[config.mk]
export PLATFORM = sky130hd
export DESIGN_NAME = ring_ptr_tracker
export DESIGN_NICKNAME = d
export VERILOG_FILES = /design/src/rtl/ring_pkg.sv /design/src/rtl/ring_cfg.sv /design/src/rtl/ring_ptr.sv /design/src/rtl/ring_count.sv /design/src/rtl/ring_ptr_tracker.sv
export SDC_FILE = /design/constraint.sdc
export NUM_CORES = 1
export LEC_CHECK = 0
export BUFFER_PORTS_ARGS = -buffer_cell sky130_fd_sc_hd__buf_2
export CAP_MARGIN = 20
export CORE_UTILIZATION = 35
export DETAILED_ROUTE_END_ITERATION = 12
export GPL_TIMING_DRIVEN = 0
export PLACE_DENSITY_LB_ADDON = 0.1
export REMOVE_ABC_BUFFERS = 1
export SLEW_MARGIN = 20
export SYNTH_ARGS = -nofsm -noshare
export SYNTH_HDL_FRONTEND = slang
export SYNTH_SLANG_ARGS = --single-unit
export TNS_END_PERCENT = 20
[constraint.sdc]
create_clock -name clk -period 5 [get_ports clk]
set_input_delay 0.75 -clock clk [delete_from_list [all_inputs] [get_ports clk]]
set_output_delay 0.75 -clock clk [all_outputs]
set_load 0.005 [all_outputs]
[src/rtl/ring_pkg.sv]
package ring_pkg;

  typedef enum logic [2:0] {
    SEL_BASE_LO = 3'd0,
    SEL_BASE_HI = 3'd1,
    SEL_LAST    = 3'd2,
    SEL_WR      = 3'd3,
    SEL_RD      = 3'd4
  } ring_sel_e;

  // Next index with wrap at the programmed last entry
  function automatic logic [15:0] ring_next(input logic [15:0] p, input logic [15:0] last);
    return (p == last) ? 16'd0 : p + 16'd1;
  endfunction

  // Room left for the producer, one slot always kept empty
  function automatic logic [15:0] ring_free(input logic [15:0] wr, input logic [15:0] rd,
                                            input logic [15:0] last);
    if (rd > wr) return rd - wr - 16'd1;
    else         return last - wr + rd;
  endfunction

  // Entries waiting for the consumer
  function automatic logic [15:0] ring_occ(input logic [15:0] wr, input logic [15:0] rd,
                                           input logic [15:0] last);
    if (wr >= rd) return wr - rd;
    else          return last + 16'd1 - rd + wr;
  endfunction

  function automatic logic [31:0] ring_entry_addr(input logic [31:0] base, input logic [15:0] p,
                                                  input int unsigned shift);
    return base + ({16'd0, p} << shift);
  endfunction

endpackage

[src/rtl/ring_cfg.sv]
module ring_cfg
  import ring_pkg::*;
#(
  parameter int PTR_W = 4
) (
  input  logic             clk,
  input  logic             rst_n,
  input  logic             cfg_we,
  input  logic [2:0]       cfg_sel,
  input  logic [15:0]      cfg_wdata,
  output logic [31:0]      base_q,
  output logic [PTR_W-1:0] last_q,
  output logic             ld_wr,
  output logic             ld_rd,
  output logic [PTR_W-1:0] ld_val
);
  ring_sel_e sel;
  assign sel    = ring_sel_e'(cfg_sel);
  assign ld_wr  = cfg_we && (sel == SEL_WR);
  assign ld_rd  = cfg_we && (sel == SEL_RD);
  assign ld_val = cfg_wdata[PTR_W-1:0];

  always_ff @(posedge clk or negedge rst_n) begin
    if (!rst_n) begin
      base_q <= '0;
      last_q <= '1;
    end else if (cfg_we) begin
      case (sel)
        SEL_BASE_LO: base_q[15:0]  <= cfg_wdata;
        SEL_BASE_HI: base_q[31:16] <= cfg_wdata;
        SEL_LAST:    last_q        <= cfg_wdata[PTR_W-1:0];
        default:     ;
      endcase
    end
  end
endmodule

[src/rtl/ring_ptr.sv]
module ring_ptr
  import ring_pkg::*;
#(
  parameter int PTR_W = 4
) (
  input  logic             clk,
  input  logic             rst_n,
  input  logic             load,
  input  logic [PTR_W-1:0] load_val,
  input  logic             step,
  input  logic [PTR_W-1:0] last,
  output logic [PTR_W-1:0] ptr
);
  always_ff @(posedge clk or negedge rst_n) begin
    if (!rst_n)    ptr <= '0;
    else if (load) ptr <= load_val;
    else if (step) ptr <= PTR_W'(ring_next(16'(ptr), 16'(last)));
  end
endmodule

[src/rtl/ring_count.sv]
module ring_count
  import ring_pkg::*;
#(
  parameter int PTR_W = 4
) (
  input  logic [PTR_W-1:0] wr,
  input  logic [PTR_W-1:0] rd,
  input  logic [PTR_W-1:0] last,
  output logic [PTR_W-1:0] free_cnt,
  output logic [PTR_W-1:0] occ_cnt
);
  assign free_cnt = PTR_W'(ring_free(16'(wr), 16'(rd), 16'(last)));
  assign occ_cnt  = PTR_W'(ring_occ(16'(wr), 16'(rd), 16'(last)));
endmodule

[src/rtl/ring_ptr_tracker.sv]
module ring_ptr_tracker
  import ring_pkg::*;
#(
  parameter int PTR_W       = 4,
  parameter int ENTRY_SHIFT = 2
) (
  input  logic             clk,
  input  logic             rst_n,
  input  logic             cfg_we,
  input  logic [2:0]       cfg_sel,
  input  logic [15:0]      cfg_wdata,
  input  logic             prod_push,
  input  logic             cons_pop,
  output logic [PTR_W-1:0] wr_ptr,
  output logic [PTR_W-1:0] rd_ptr,
  output logic [PTR_W-1:0] end_idx,
  output logic [31:0]      base_addr,
  output logic [PTR_W-1:0] free_cnt,
  output logic [PTR_W-1:0] occ_cnt,
  output logic [31:0]      prod_addr,
  output logic [31:0]      cons_addr,
  output logic             push_err,
  output logic             pop_err
);
  localparam int NSIDE = 2;  // 0 = producer, 1 = consumer

  logic             ld_wr, ld_rd;
  logic [PTR_W-1:0] ld_val;
  logic             push_acc, pop_acc, push_rej, pop_rej;
  logic             load_v [NSIDE];
  logic             step_v [NSIDE];
  logic [PTR_W-1:0] ptr_v  [NSIDE];
  logic [31:0]      addr_v [NSIDE];

  ring_cfg #(.PTR_W(PTR_W)) u_cfg (
    .clk(clk), .rst_n(rst_n), .cfg_we(cfg_we), .cfg_sel(cfg_sel), .cfg_wdata(cfg_wdata),
    .base_q(base_addr), .last_q(end_idx), .ld_wr(ld_wr), .ld_rd(ld_rd), .ld_val(ld_val)
  );

  ring_count #(.PTR_W(PTR_W)) u_count (
    .wr(wr_ptr), .rd(rd_ptr), .last(end_idx), .free_cnt(free_cnt), .occ_cnt(occ_cnt)
  );

  // Named events: accepted and rejected moves
  assign push_acc = prod_push && !cfg_we && (free_cnt != '0);
  assign pop_acc  = cons_pop  && !cfg_we && (occ_cnt  != '0);
  assign push_rej = prod_push && !cfg_we && (free_cnt == '0);
  assign pop_rej  = cons_pop  && !cfg_we && (occ_cnt  == '0);

  assign load_v[0] = ld_wr;
  assign load_v[1] = ld_rd;
  assign step_v[0] = push_acc;
  assign step_v[1] = pop_acc;

  for (genvar g = 0; g < NSIDE; g++) begin : g_side
    ring_ptr #(.PTR_W(PTR_W)) u_ptr (
      .clk(clk), .rst_n(rst_n), .load(load_v[g]), .load_val(ld_val),
      .step(step_v[g]), .last(end_idx), .ptr(ptr_v[g])
    );
    assign addr_v[g] = ring_entry_addr(base_addr, 16'(ptr_v[g]), ENTRY_SHIFT);
  end

  assign wr_ptr    = ptr_v[0];
  assign rd_ptr    = ptr_v[1];
  assign prod_addr = addr_v[0];
  assign cons_addr = addr_v[1];

  always_ff @(posedge clk or negedge rst_n) begin
    if (!rst_n) begin
      push_err <= 1'b0;
      pop_err  <= 1'b0;
    end else begin
      push_err <= push_rej;
      pop_err  <= pop_rej;
    end
  end
endmodule

==> qor.yml, run 1 <==
clocking:
  h-tree-depth: 2
  cts_root_buf: "clkbuf_16"
  cts_buffer_depth: 2
  cts_num_sinks: 46
  cts_tree: "yes"
  postCtsHoldBufs: 0
  post_cts_resized: 0
  clock_latency_ns: 0.28
  post_cts_buffers: 0
  cts_buffers: 5
  clkTransAtPathRegs_ns: 0.06
routing:
  firstDrtPassIters: 4
  vias: 3467
  wl_um: 11280
  met3WireLength_um: 585
  final_antenna_net_count: 0
  wl_met1_um: 5109
  routedWlPerCell_um: 16.14
  dr_wl_met2_um: 5516
  drt_iter0_markers: 149
  via_per_inst: 4.960
  top_layer: "met4"
  route.detailed.drc: 0
die:
  ios: 142
  die_x_um: 108.3
  core_um2: 10940
  die_y_um: 108.3
  dieArea_um2: 11720
  initial_core_util: 0.3614
  num_rows: 38
sta:
  timing.fmax_mhz: 225.2
  slew_headroom: 0.4762
  tightest_slew_ns: 0.7823
  setup-tns-final_ns: 0
  drv_slew: 0
  hold_viol: 0
  setup_viol: 0
  rsz0062_at_grt: "no"
  min_period_ns: 4.440
  post-route-period-util: 0.8880
  clock_skew_ns: 0.006272
synthesis:
  synth.distinct_cells: 45
  netlist_instances: 432
  synth_area_um2: 3953
  ys.flop_type: "dfrtp_1"
  ys_seq_area_frac: 0.2925
  synth_edf_count: 0
  synthArstFlopShare: 1.000
  yosysTopAreaCellShare: 0.2659
  yosys-top-cells-area: "dfrtp_1, xor2_1, mux2_2"
  yosys.area.top_type: "dfrtp_1"
  avgSynthCellArea_um2: 9.149
  yosysMostFrequentCell: "nor2_1"
  ys_ff_latch: 46
  ys_top_cells_by_count: "nor2_1, xor2_1, dfrtp_1, mux2_2, ha_1"
  yosysWarnings: 0
global_routing:
  antenna_found_initial: 0
  grt_max_degree: 47
  grt_pass1_wl_um: 17860
  gr-total-overflow: 0
  gr-usage-all-layers: 0.1962
  first_global_vias: 3364
critical_path:
  worstPathRequired_ns: 4.25
  slowest_delay_ns: 0.70
  crit_arrival_ns: 3.69
  start_kind: "flop"
  path_class: "flop to primary output"
  critPathTopFamily: "simple AND/OR/NAND/NOR gates"
  crit_chain: "inv_1 -> fa_1 -> nor2b_1 -> o21ai_0 -> nand2b_1 -> nand3_1 -> or2_2 -> or4_1 -> xnor2_1 -> buf_2"
  critPathBufInv: 2
  cp_max_fo: 12
  cp_slowest_cell: "dfrtp_1"
  worstSetupEndpointType: "primary output"
final_layout:
  final_area_um2: 4964
  final_util: 0.4539
  n_fill_cell: 1116
  area_growth_pct: 25.58
  diodes: 0
  layout.nets: 621
  final_cells: 699
  final_layout_size_suffix_gt1_frac: 0.3578
power_and_ir_drop:
  ir_worst_vdd_mv: 0.5581
  cellLeakagePower_nw: 2.420
  total_power_mw: 3.231
  power-per-cell-area_nw_per_um2: 651.0
place:
  dp.cells: 692
  gp_congestion: 0.8077
  port-buffer-count: 141
  place_area_um2: 4782
  dp.final_hpwl_um: 8704
status:
  status: "finished clean"
run:
  max-cap-violations: 0
min_path:
  hold_path_class: "input pin to asynchronous set/reset pin"
[placed cells by master (no fill, tap or decap), types with 3 or more instances in the layout]
cell       instances
ha_1              29
inv_1             27
or4_1              4
or2_2              4
fa_1               9
a21o_1             7
buf_2            140
clkbuf_16          5
o21ai_0           14
nand3_1           20
nand4_1            8
a21oi_1            9
xor2_1            44
nand2_1           22
a31oi_1            7
xnor2_1           24
mux2_2            34
nor2b_1            5
nor2_1            51
and3_1             3
nand2b_1           8
dfstp_2            4
dfrtp_1           42
nor3_1             6
[state kept, by name, indices dropped and copies added, names as in the netlist]
name,cells
u_cfg.last_q,4
g_side.u_ptr.ptr,8
push_err,1
u_cfg.base_q,32
pop_err,1
[logic make-up after synthesis]
logic type | share of synthesized area
AND/OR/NAND/NOR | 0.1928
adder cells (fa/ha/maj) | 0.1374
XOR/XNOR | 0.1608
multiplexers | 0.09687
AO/OA/AOI/OAI | 0.06838
flip-flops | 0.2925
buffers and inverters | 0.05128
[report_power, final]
part / total, mW / switching [mW] / internal (mW) / leakage [nW]
clock: 0.383 / 0.137 / 0.247 / 0.0829
combinational: 2.12 / 1.07 / 1.05 / 1.79
sequential: 0.726 / 0.249 / 0.477 / 0.549
total: 3.23 / 1.46 / 1.77 / 2.42
[area by class of cell]
| cell class | count | area (µm²) | share of cell area |
|---|---|---|---|
| repair buffers | 143 | 734.5 | 0.1480 |
| multi-input cells | 336 | 2628 | 0.5294 |
| clock inverters | 1 | 30.03 | 0.006050 |
| clock buffers | 6 | 138.9 | 0.02798 |
| well taps | 140 | 175.2 | 0.03529 |
| flip-flops and latches | 46 | 1156 | 0.2329 |
| inverters | 27 | 101.3 | 0.02042 |
[worst register-to-register path: cells and delay by family, from the launching register on]
kind	cells	cell delay (ns)
multiplexers	1	0.40
AND/OR/NAND/NOR	3	0.93
flip-flops	1	0.70
adder cells (fa/ha/maj)	1	0.51
buffers and inverters	1	0.31
AO/OA/AOI/OAI	3	0.95
[per-stage QoR]
step                hold WS (ns)  worst slack (ns)
finish                    0.4624            0.5600
global route              0.5159            0.2960
CTS                       0.5663            0.4951
detailed placement        0.5504            0.8075
global placement          0.5438            0.5098
floorplan                 0.4544             1.489
[final timing paths]
| kind | startpoint | end | slack [ns] | cells past startpoint |
|---|---|---|---|---|
| min | rst_n | u_cfg.base_q[8] | 0.46 | 1 |
| max | g_side[0].u_ptr.ptr[1] | prod_addr[30] | 0.56 | 10 |
| min in group clk | u_cfg.base_q[0] | u_cfg.base_q[0] | 0.55 | 1 |
| max in group asynchronous | rst_n | pop_err | 4.09 | 1 |
| max reg2reg | g_side[0].u_ptr.ptr[1] | g_side[1].u_ptr.ptr[2] | 1.12 | 9 |
| min reg2reg | u_cfg.base_q[0] | u_cfg.base_q[0] | 0.55 | 1 |
[metal layers]
| layer | vias up | global-route usage |
|---|---|---|
| met5 | - | 0 |
| met4 | 0 | 0.03475 |
| met3 | 6 | 0.04099 |
| met2 | 89 | 0.3344 |
| met1 | 1661 | 0.2583 |
| li1 | 1711 | - |
No activity file was read; power rests on OpenSTA's default activity.
==> inputs of run 2 (changes only) <==
- CORE_UTILIZATION: 35 -> 55
==> qor.yml, run 2 (synthesis gave the netlist of run 1 again) <==
final_layout:
  top_register: "u_cfg.base_q"
  reg_top3: "u_cfg.base_q x32, g_side.u_ptr.ptr x8, u_cfg.last_q x4"
  final_cells: 656
  final_common_cell: "buf_2"
  final_area_um2: 4841
  n_fill_cell: 587
  final_cell_mix: "buf_2, nor2_1, xor2_1"
  diodes: 0
  layout.nets: 621
  area_growth_pct: 22.48
  largest_register_ffs: 32
  final_layout_size_suffix_gt1_frac: 0.3571
routing:
  routedWlPerCell_um: 15.54
  drt_iter0_markers: 165
  wl_um: 10190
  via_per_inst: 5.488
  vias: 3600
  firstDrtPassIters: 4
  route.detailed.drc: 0
  final_antenna_net_count: 0
die:
  die_y_um: 86.77
  core_um2: 6869
  initial_core_util: 0.5754
  die_x_um: 86.77
  ios: 142
  dieArea_um2: 7529
  num_rows: 30
clocking:
  post_cts_buffers: 0
  cts_root_buf: "clkbuf_8"
  cts_buffer_depth: 2
  clock_latency_ns: 0.30
  post_cts_resized: 0
  clkTransAtPathRegs_ns: 0.09
  h-tree-depth: 2
  postCtsHoldBufs: 0
  cts_num_sinks: 46
  cts_buffers: 5
  cts_tree: "yes"
power_and_ir_drop:
  ir_worst_vdd_mv: 0.4114
  power-per-cell-area_nw_per_um2: 642.1
  total_power_mw: 3.108
  p_switching_mw: 1.437
  cellLeakagePower_nw: 2.394
  p_sw_frac: 0.4624
  internal-power_mw: 1.671
  p_clk_frac: 0.090
  power_frac_seq: 0.231
  p_comb_frac: 0.679
critical_path:
  cp_max_fo: 12
  worstPathRequired_ns: 4.25
  ff2ff_setup_slack_ns: 0.90
  reg2reg_to: "g_side[1].u_ptr.ptr[2]"
  path_class: "flop to primary output"
  crit_arrival_ns: 3.68
  worstSetupEndpointType: "primary output"
  worstReg2RegStart: "g_side[0].u_ptr.ptr[1]"
  reg2reg_depth: 9
  start_kind: "flop"
sta:
  clock_skew_ns: 0.002278
  timing.fmax_mhz: 225.8
  setup_viol: 0
  min_period_ns: 4.429
  hold_viol: 0
  setup-tns-final_ns: 0
  post-route-period-util: 0.8858
  drv_slew: 0
  slew_headroom: 0.3101
  rsz0062_at_grt: "no"
  tightest_slew_ns: 1.035
place:
  port-buffer-count: 141
  dp.cells: 648
  gp_congestion: 0.8827
  place_area_um2: 4723
  dp.final_hpwl_um: 7909
global_routing:
  grt_pass1_wl_um: 16700
  antenna_found_initial: 0
  gr-usage-all-layers: 0.2857
  first_global_vias: 3312
  gr-total-overflow: 0
  grt_max_degree: 47
status:
  status: "finished clean"
min_path:
  hold_path_class: "input pin to asynchronous set/reset pin"
run:
  max-cap-violations: 0
[run 2: worst max path at each step]
| stage | start | end | slack [ns] | cells after the start |
|---|---|---|---|---|
| 2_1_floorplan | g_side[0].u_ptr.ptr[1] | prod_addr[30] | 1.49 | 9 |
| 3_3_place_gp | g_side[0].u_ptr.ptr[1] | prod_addr[30] | 0.90 | 10 |
| 6_report | g_side[0].u_ptr.ptr[1] | prod_addr[30] | 0.57 | 10 |
| 5_1_grt | g_side[0].u_ptr.ptr[1] | prod_addr[30] | 0.37 | 10 |
| 4_1_cts | g_side[0].u_ptr.ptr[1] | prod_addr[30] | 0.55 | 10 |
| 3_5_place_dp | g_side[0].u_ptr.ptr[1] | prod_addr[30] | 0.88 | 10 |
[run 2: cell type report]
type	count	area, µm²	share of cell area
clock inverters	3	40.04	0.008271
inverters	27	101.3	0.02094
well taps	96	120.1	0.02481
clock buffers	5	68.82	0.01422
repair buffers	143	730.7	0.1509
flip-flops and latches	46	1156	0.2388
multi-input cells	336	2624	0.5420
[run 2: per-layer routing]
layer	wire length (µm)	share of wire	up-vias	track usage
li1	-	-	1703	-
met5	0	0	-	0
met3	610	0.060	7	0.04000
met1	4715	0.46	1749	0.4160
met2	4782	0.47	141	0.4582
met4	83	0.0081	0	0.05303
[run 2: through the flow]
step | utilization | hold slack [ns] | setup slack [ns]
after floorplan | - | 0.4544 | 1.489
after global placement | 0.6809 | 0.5203 | 0.9026
after detailed placement | 0.6876 | 0.5386 | 0.8760
after CTS | 0.7035 | 0.5586 | 0.5462
after global routing | 0.7047 | 0.4843 | 0.3723
final | 0.7047 | 0.4309 | 0.5708
[run 2: critical path, cell delays in order, from the launching register on]
cell	delay, ns
dfrtp_1	0.71
inv_1	0.28
fa_1	0.51
nor2b_1	0.12
o21ai_0	0.08
nand2b_1	0.12
nand3_1	0.27
or2_2	0.46
or4_1	0.54
xnor2_1	0.15
buf_2	0.14
[run 2: power by group through the flow]
stage / logic [mW] / clock network (mW) / registers (mW)
finish: 2.11 / 0.279 / 0.718
global route: 2.38 / 0.295 / 0.743
CTS: 2.12 / 0.283 / 0.716
detailed placement: 2.10 / 0 / 0.722
global placement: 2.03 / 0 / 0.715
floorplan: 1.37 / 0 / 0.668
==> inputs of run 3 (changes only) <==
- RECOVER_POWER: not set -> 50
==> qor.yml, run 3 (synthesis gave the netlist of run 1 again) <==
place:
  port-buffer-count: 141
  dp.cells: 648
  dp.final_hpwl_um: 7909
  gp_congestion: 0.8827
final_layout:
  final_common_cell: "buf_2"
  reg_top3: "u_cfg.base_q x32, g_side.u_ptr.ptr x8, u_cfg.last_q x4"
  final_cell_mix: "buf_2, nor2_1, xor2_1"
  final_util: 0.6954
  area_growth_pct: 20.86
  top_register: "u_cfg.base_q"
  diodes: 0
  layout.nets: 621
  largest_register_ffs: 32
  n_fill_cell: 598
  final_cells: 656
  final_layout_size_suffix_gt1_frac: 0.3179
routing:
  met3WireLength_um: 584
  dr_wl_met2_um: 4743
  via_per_inst: 5.466
  vias: 3586
  drt_iter0_markers: 185
  top_layer: "met4"
  firstDrtPassIters: 4
  wl_um: 10150
  routedWlPerCell_um: 15.47
  wl_met1_um: 4737
  route.detailed.drc: 0
  final_antenna_net_count: 0
critical_path:
  cp_slowest_cell: "dfrtp_1"
  crit_chain: "inv_1 -> fa_1 -> nor2b_1 -> o21ai_0 -> nand2b_1 -> nand3_1 -> or2_2 -> or4_1 -> xnor2_1 -> buf_2"
  start_kind: "flop"
  cp_max_fo: 12
  path_class: "flop to primary output"
  critPathBufInv: 2
  crit_arrival_ns: 3.68
  worstSetupEndpointType: "primary output"
  worstPathRequired_ns: 4.25
  critPathTopFamily: "simple AND/OR/NAND/NOR gates"
  slowest_delay_ns: 0.70
status:
  status: "finished, violations left"
  violations: "capacitance limit, slew limit"
sta:
  hold_viol: 0
  clock_skew_ns: 0.002339
  slew_headroom: -0.5997
  setup-tns-final_ns: 0
  timing.fmax_mhz: 225.9
  min_period_ns: 4.426
  setup_viol: 0
  post-route-period-util: 0.8852
  tightest_slew_ns: 2.399
  drv_slew: 54
  rsz0062_at_grt: "no"
global_routing:
  antenna_found_initial: 0
  grt_pass1_wl_um: 16700
  grt_max_degree: 47
  gr-usage-all-layers: 0.2857
  first_global_vias: 3312
  gr-total-overflow: 0
clocking:
  clkTransAtPathRegs_ns: 0.09
  post_cts_buffers: 0
  cts_num_sinks: 46
  postCtsHoldBufs: 0
  cts_buffer_depth: 2
  cts_buffers: 5
  clock_latency_ns: 0.30
  cts_root_buf: "clkbuf_8"
  h-tree-depth: 2
  cts_tree: "yes"
  post_cts_resized: 0
die:
  die_y_um: 86.77
  core_um2: 6869
  die_x_um: 86.77
  initial_core_util: 0.5754
  dieArea_um2: 7529
  num_rows: 30
  ios: 142
min_path:
  hold_path_class: "flop to flop"
run:
  max-cap-violations: 2
power_and_ir_drop:
  cellLeakagePower_nw: 2.327
  power-per-cell-area_nw_per_um2: 647.4
  ir_worst_vdd_mv: 0.4102
## run 3: stage by stage
step | worst slack (ns) | total power, mW | cell area, µm² | hold slack, ns
after floorplan | 1.489 | 2.033 | 3851 | 0.4544
after global routing | 0.3723 | 3.409 | 4777 | 0.5907
after CTS | 0.5462 | 3.118 | 4832 | 0.5586
after detailed placement | 0.8760 | 2.823 | 4723 | 0.5386
final | 0.5738 | 3.093 | 4777 | 0.5573
after global placement | 0.9026 | 2.749 | 4677 | 0.5203
## run 3: report_power, final
group	leakage [nW]	internal (mW)	switching, mW
registers	0.548	0.474	0.241
logic	1.72	1.04	1.06
clock network	0.0579	0.147	0.131
## run 3: path summary, 6_finish.rpt
path	startpoint	end	slack, ns	cells after the start
max	g_side[0].u_ptr.ptr[1]	prod_addr[30]	0.57	10
min	u_cfg.base_q[1]	u_cfg.base_q[1]	0.56	1
max reg2reg	g_side[0].u_ptr.ptr[1]	g_side[1].u_ptr.ptr[2]	0.91	9
min reg2reg	u_cfg.base_q[1]	u_cfg.base_q[1]	0.56	1
max in group asynchronous	rst_n	u_cfg.base_q[12]	2.47	1
min in group asynchronous	rst_n	pop_err	1.17	1
## run 3: final cells by class
| type | instances | area [µm²] | share of cell area |
|---|---|---|---|
| inverters | 27 | 101.3 | 0.02122 |
| well taps | 96 | 120.1 | 0.02514 |
| clock buffers | 5 | 68.82 | 0.01441 |
| flip-flops and latches | 46 | 1156 | 0.2420 |
| clock inverters | 3 | 40.04 | 0.008381 |
| multi-input cells | 336 | 2587 | 0.5416 |
| repair buffers | 143 | 703.2 | 0.1472 |
## run 3: worst reg2reg max path, delay by kind of cell, from the launching register on
kind | cells | cell delay [ns]
and+or+nand+nor | 3 | 0.93
buffers and inverters | 1 | 0.28
adders and majority gates | 1 | 0.50
DFF | 1 | 0.70
muxes | 1 | 0.39
AOI/OAI and AO/OA | 3 | 1.21
## run 3: metal layers
| layer | GRT usage | up-vias |
|---|---|---|
| li1 | - | 1707 |
| met2 | 0.4582 | 140 |
| met1 | 0.4160 | 1732 |
| met4 | 0.05303 | 0 |
| met5 | 0 | - |
| met3 | 0.04000 | 7 |
